[src/rtl/irq_prio_ctrl.sv]
module irq_prio_ctrl #(
  parameter int NEXT = 6,
  parameter int DW   = 16
) (
  input  logic          clk,
  input  logic          rst_n,
  input  logic [NEXT-1:0] ext_irq_n,
  input  logic          pwrdn_req,
  input  logic          timer_req,
  input  logic          sp0_tx_req,
  input  logic          sp0_rx_req,
  input  logic          sp1_tx_req,
  input  logic          sp1_rx_req,
  input  logic          bdma_req,
  input  logic          reg_wr,
  input  logic [1:0]    reg_addr,
  input  logic [DW-1:0] reg_wdata,
  output logic [DW-1:0] reg_rdata,
  input  logic          irq_ack,
  output logic          irq_valid,
  output logic [3:0]    irq_vec
);
  localparam int NSRC = 13;
  localparam int NCFG = 3;

  logic [NEXT-1:0] s1_q, s2_q, s3_q;
  logic [NEXT-1:0] fall, low;
  logic [NCFG-1:0] cfg_edge_q;
  logic            mode_q;
  logic [NSRC-1:0] en_q, pend_q, pend_d;
  logic [NSRC-1:0] evt, lvl, is_lvl, visible, latch_ok;
  logic [NSRC-1:0] set_w, clr_w, ack_bits, req, act;

  always_ff @(posedge clk or negedge rst_n)
    if (!rst_n) begin
      s1_q <= '1;
      s2_q <= '1;
      s3_q <= '1;
    end else begin
      s1_q <= ext_irq_n;
      s2_q <= s1_q;
      s3_q <= s2_q;
    end

  assign fall = s3_q & ~s2_q;
  assign low  = ~s2_q;

  assign evt = {timer_req, bdma_req, sp0_rx_req, sp0_tx_req, fall[0],
                fall[5], fall[4], fall[3], sp1_tx_req, sp1_rx_req,
                1'b0, 1'b0, pwrdn_req};
  assign lvl = {5'b0, low[5], low[4], low[3], 2'b0, low[2], low[1], 1'b0};
  assign is_lvl = {5'b0, ~cfg_edge_q, 2'b0, 2'b11, 1'b0};
  assign visible = mode_q ? 13'h1FF9 : 13'h1FE7;
  assign latch_ok = visible & ~is_lvl;

  assign set_w = (reg_wr && reg_addr == 2'd2) ? reg_wdata[NSRC-1:0] : '0;
  assign clr_w = (reg_wr && reg_addr == 2'd3) ? reg_wdata[NSRC-1:0] : '0;
  assign ack_bits = (irq_ack && irq_valid) ? (NSRC'(1) << irq_vec) : '0;

  assign pend_d = ((pend_q & ~clr_w & ~ack_bits) | evt | set_w) & latch_ok;

  always_ff @(posedge clk or negedge rst_n)
    if (!rst_n) begin
      en_q       <= '0;
      cfg_edge_q <= '0;
      mode_q     <= 1'b0;
      pend_q     <= '0;
    end else begin
      pend_q <= pend_d;
      if (reg_wr && reg_addr == 2'd0) en_q <= reg_wdata[NSRC-1:0];
      if (reg_wr && reg_addr == 2'd1) begin
        cfg_edge_q <= reg_wdata[NCFG-1:0];
        mode_q     <= reg_wdata[NCFG];
      end
    end

  assign req = (pend_q | (lvl & is_lvl)) & visible;
  assign act = req & en_q;

  always_comb begin
    irq_valid = 1'b0;
    irq_vec   = 4'd0;
    for (int i = NSRC - 1; i >= 0; i--)
      if (act[i]) begin
        irq_valid = 1'b1;
        irq_vec   = 4'(i);
      end
  end

  always_comb
    case (reg_addr)
      2'd0:    reg_rdata = DW'(en_q);
      2'd1:    reg_rdata = DW'({mode_q, cfg_edge_q});
      2'd2:    reg_rdata = DW'(req);
      default: reg_rdata = DW'(act);
    endcase

  AST_ACK_WITH_VALID: assert property (@(posedge clk) disable iff (!rst_n)
    irq_ack |-> irq_valid);
  AST_VEC_ENABLED: assert property (@(posedge clk) disable iff (!rst_n)
    irq_valid |-> (irq_vec < 4'd13 && en_q[irq_vec]));
  AST_VEC_VISIBLE: assert property (@(posedge clk) disable iff (!rst_n)
    irq_valid |-> visible[irq_vec]);
  AST_NO_LOWER_WINNER: assert property (@(posedge clk) disable iff (!rst_n)
    irq_valid |-> (act & ((NSRC'(1) << irq_vec) - NSRC'(1))) == '0);
  AST_LEVEL_NOT_LATCHED: assert property (@(posedge clk) disable iff (!rst_n)
    (pend_q & is_lvl) == '0);
  AST_ACK_RETIRES: assert property (@(posedge clk) disable iff (!rst_n)
    (irq_ack && irq_valid && !is_lvl[irq_vec] && !evt[irq_vec] && !reg_wr)
      |=> !pend_q[$past(irq_vec)]);
endmodule

[config.mk]
export PLATFORM = sky130hd
export DESIGN_NAME = irq_prio_ctrl
export DESIGN_NICKNAME = d
export VERILOG_FILES = /design/src/rtl/irq_prio_ctrl.sv
export SDC_FILE = /design/constraint.sdc
export NUM_CORES = 1
export LEC_CHECK = 0
export ABC_CLOCK_PERIOD_IN_PS = 4900
export BUFFER_PORTS_ARGS = -buffer_cell sky130_fd_sc_hd__clkbuf_2
export CAP_MARGIN = 20
export CORE_MARGIN = 2
export CORE_UTILIZATION = 50
export DETAILED_ROUTE_END_ITERATION = 10
export PLACE_DENSITY = 0.87
export SETUP_SLACK_MARGIN = 0.4
export SLEW_MARGIN = 40
export SYNTH_ARGS = -nofsm -noshare
export SYNTH_HDL_FRONTEND = slang
export SYNTH_SLANG_ARGS = --single-unit
[constraint.sdc]
create_clock -name clk -period 4.9 [get_ports clk]
set_clock_uncertainty 0.05 [all_clocks]
set_input_delay 0 -clock clk [delete_from_list [all_inputs] [get_ports clk]]
set_output_delay 0 -clock clk [all_outputs]
set_load 0.02 [all_outputs]
==> results.toml <==
[final_layout]
drive_gt1_share_pct = 35.4
fin_nets = 339
areaGrowthSynthToFinish_pct = 29.4
diodes = 0
fill_cells = 334
final_cell_count_no_fill = 357
final_common_cell = "clkbuf_2"
final_cell_mix = "clkbuf_2 (48), nand2_1 (42), dlygate4sd3_1 (30)"
fin_util_pct = 68.4

[global_routing]
met2_usage_pct = 37.3
grt_max_degree = 45
use_met1_pct = 31.9
grt_antenna_before_repair = 0
grt.met3_usage_pct = 4.44
grt.overflow.total = 0
grt_first_pass_wirelength_um = 9140
grt_pass1_vias = 1922
grt_usage_pct = 23.1
top_usage_layer = "met2"

[placement]
hpwl_um = 3870
place_inst = 319
port_buffers = 49
place.gp.congestion = 0.825

[floorplan]
die_w_um = 72.3
placementRows = 24
num_io_pins = 56
dieArea_mm2 = 0.00523
core_area_mm2 = 0.00441
die_h_um = 72.3
initial_core_util_pct = 52.9

[drt]
drt-total-wl_um = 5590
via_per_inst = 5.71
drc = 0
antenna_left = 0
first_iter_violations = 114
dr.pass1.iters = 4
via_count = 2040
wire_per_inst_um = 15.6

[setup_path]
crit_slowest_cell = "dfrtp_1"
arrival_ns = 2.75
slowest_delay_ns = 0.55
critical_path_required_ns = 5.04
crit_chain = "or3b_4 > nand2_1 > a21oi_1 > a21oi_2 > a31oi_1 > a211o_1 > dlygate4sd3_1"
worstSetupStartpointType = "register"
end_kind = "register"
worstSetupPathType = "reg2reg"
crit_fanout = 12

[synth]
avgSynthCellArea_um2 = 10.3
synth-seq-cells = 44
ys.flop_type = "dfrtp_1"
async_flop_share_pct = 100
synth_edf_count = 0
synthesis.area_mm2 = 0.00233
yosys_warnings = 0
ys_top_cells_by_area = "dfrtp_1 (30%), dfstp_2 (18%), mux2_2 (8.2%)"
seq_area_frac_synth_pct = 48.0
synthCells = 226
yosys.cell_types.count = 55
synth_top_area_cell = "dfrtp_1"
netlist.area_leader.share_pct = 30.0

[timing]
fin_crit_sh_pct = 53.2
hold_viol_final = 0
timing.slew.headroom_pct = 40.6
rsz0062_at_grt = "no"
worst_slew_pin_slew_ns = 0.887
fmax_ghz = 0.383
tns_ns = 0
post-route-min-period_ns = 2.61
slew_violations = 0
finalSetupViolCount = 0

[clock_network]
htree_levels = 2
worstSkewPairLatency_ns = 0.30
cts_buffer_depth = 2
cts_tree = "done"
post_cts_resized = 0
clk_pin_slew_worst_paths_ns = 0.09
cts-root-buf = "clkbuf_8"
clock_sinks = 44
cts_buffers = 5

[outcome]
status = "finished, final reports clean"

[power]
p_leak_uw = 0.00133
cellPowerDensity_mw_per_mm2 = 369
ir_worst_vdd_uv = 223

[min_path]
hold_class = "in2reg"

[run]
drv_cap = 0
logic make-up (layout without fill, tap and decap cells):
logic type / count (synthesis) / in the layout / share of synthesized area (%)
multiplexers: 18 / 18 / 8.63
AO/OA/AOI/OAI: 65 / 65 / 21.0
buffers and inverters: 14 / 91 / 3.16
other: 1 / 3 / 0.161
AND/OR/NAND/NOR: 84 / 84 / 19.0
flip-flops: 44 / 44 / 48.0
cell type report:
| class | instances | area (µm²) | share of cell area, % |
|---|---|---|---|
| flip-flops and latches | 44 | 1120 | 37.1 |
| clock inverters | 3 | 42.5 | 1.41 |
| well taps | 52 | 65.1 | 2.15 |
| repair buffers | 79 | 548 | 18.1 |
| multi-input cells | 170 | 1160 | 38.4 |
| inverters | 4 | 16.3 | 0.539 |
| clock buffers | 5 | 68.8 | 2.28 |
Yosys cell counts, types with 3 or more instances:
library cell	instances
o21ai_0	8
a31oi_1	3
nor2b_1	5
a211oi_1	3
clkbuf_1	4
a21boi_0	5
nand2b_1	4
dfrtp_1	28
nand2_1	42
dfstp_2	16
o211ai_1	6
a22oi_1	3
a32o_1	4
buf_4	3
mux2_2	17
a21oi_1	12
nand3_1	3
inv_1	3
nor2_1	12
power by group:
group	total, µW	switching, µW	leakage, µW	internal [µW]
Clock	274	123	0.0000541	151
Combinational	367	209	0.000788	159
Sequential	474	57.5	0.000490	416
worst paths after layout:
path,from,endpoint,slack (ns),cells after the start
worst min-delay path,irq_ack,pend_q[3],0.02,4
worst max register to register,mode_q,pend_q[10],2.29,7
worst min register to register,s1_q[0],s2_q[0],0.31,0
max in group asynchronous,rst_n,pend_q[9],4.20,2
worst max-delay path,mode_q,pend_q[10],2.29,7
min in group asynchronous,rst_n,en_q[0],0.22,2
sequential cells by signal, summed over array words and instances (netlist names):
| signal | flops |
|---|---|
| s2_q | 6 |
| en_q | 13 |
| cfg_edge_q | 3 |
| s3_q | 4 |
| s1_q | 6 |
| mode_q | 1 |
| pend_q | 11 |
worst max-delay path: cells and delay by family (launching register included):
family                 cells  cell delay [ns]
buffers and inverters      1             0.55
and+or+nand+nor            2             0.59
DFF                        1             0.55
AOI/OAI and AO/OA          4             0.74
per-layer routing:
metal	wire, µm	vias up
li1	-	982
met1	2470	973
met2	2700	78
met3	357	7
met4	60	0
met5	0	-
through the flow:
stage / hold WS, ns / setup slack [ns] / total power, µW / instance area (µm²)
3_5_place_dp: 0.0224 / 2.88 / 824 / 2610
6_report: 0.0238 / 2.29 / 1120 / 3020
4_1_cts: 0.0193 / 2.31 / 1120 / 3020
5_1_grt: 0.0517 / 2.17 / 1180 / 3020
3_3_place_gp: 0.0370 / 2.88 / 813 / 2600
2_1_floorplan: -0.346 / 3.13 / 723 / 2340
repair_timing:
action                    in CTS  in global routing
setup buffers                  0                  0
hold endpoints to repair      59                  0
hold buffers                  30                  0
(Power assumes the default switching activity.)
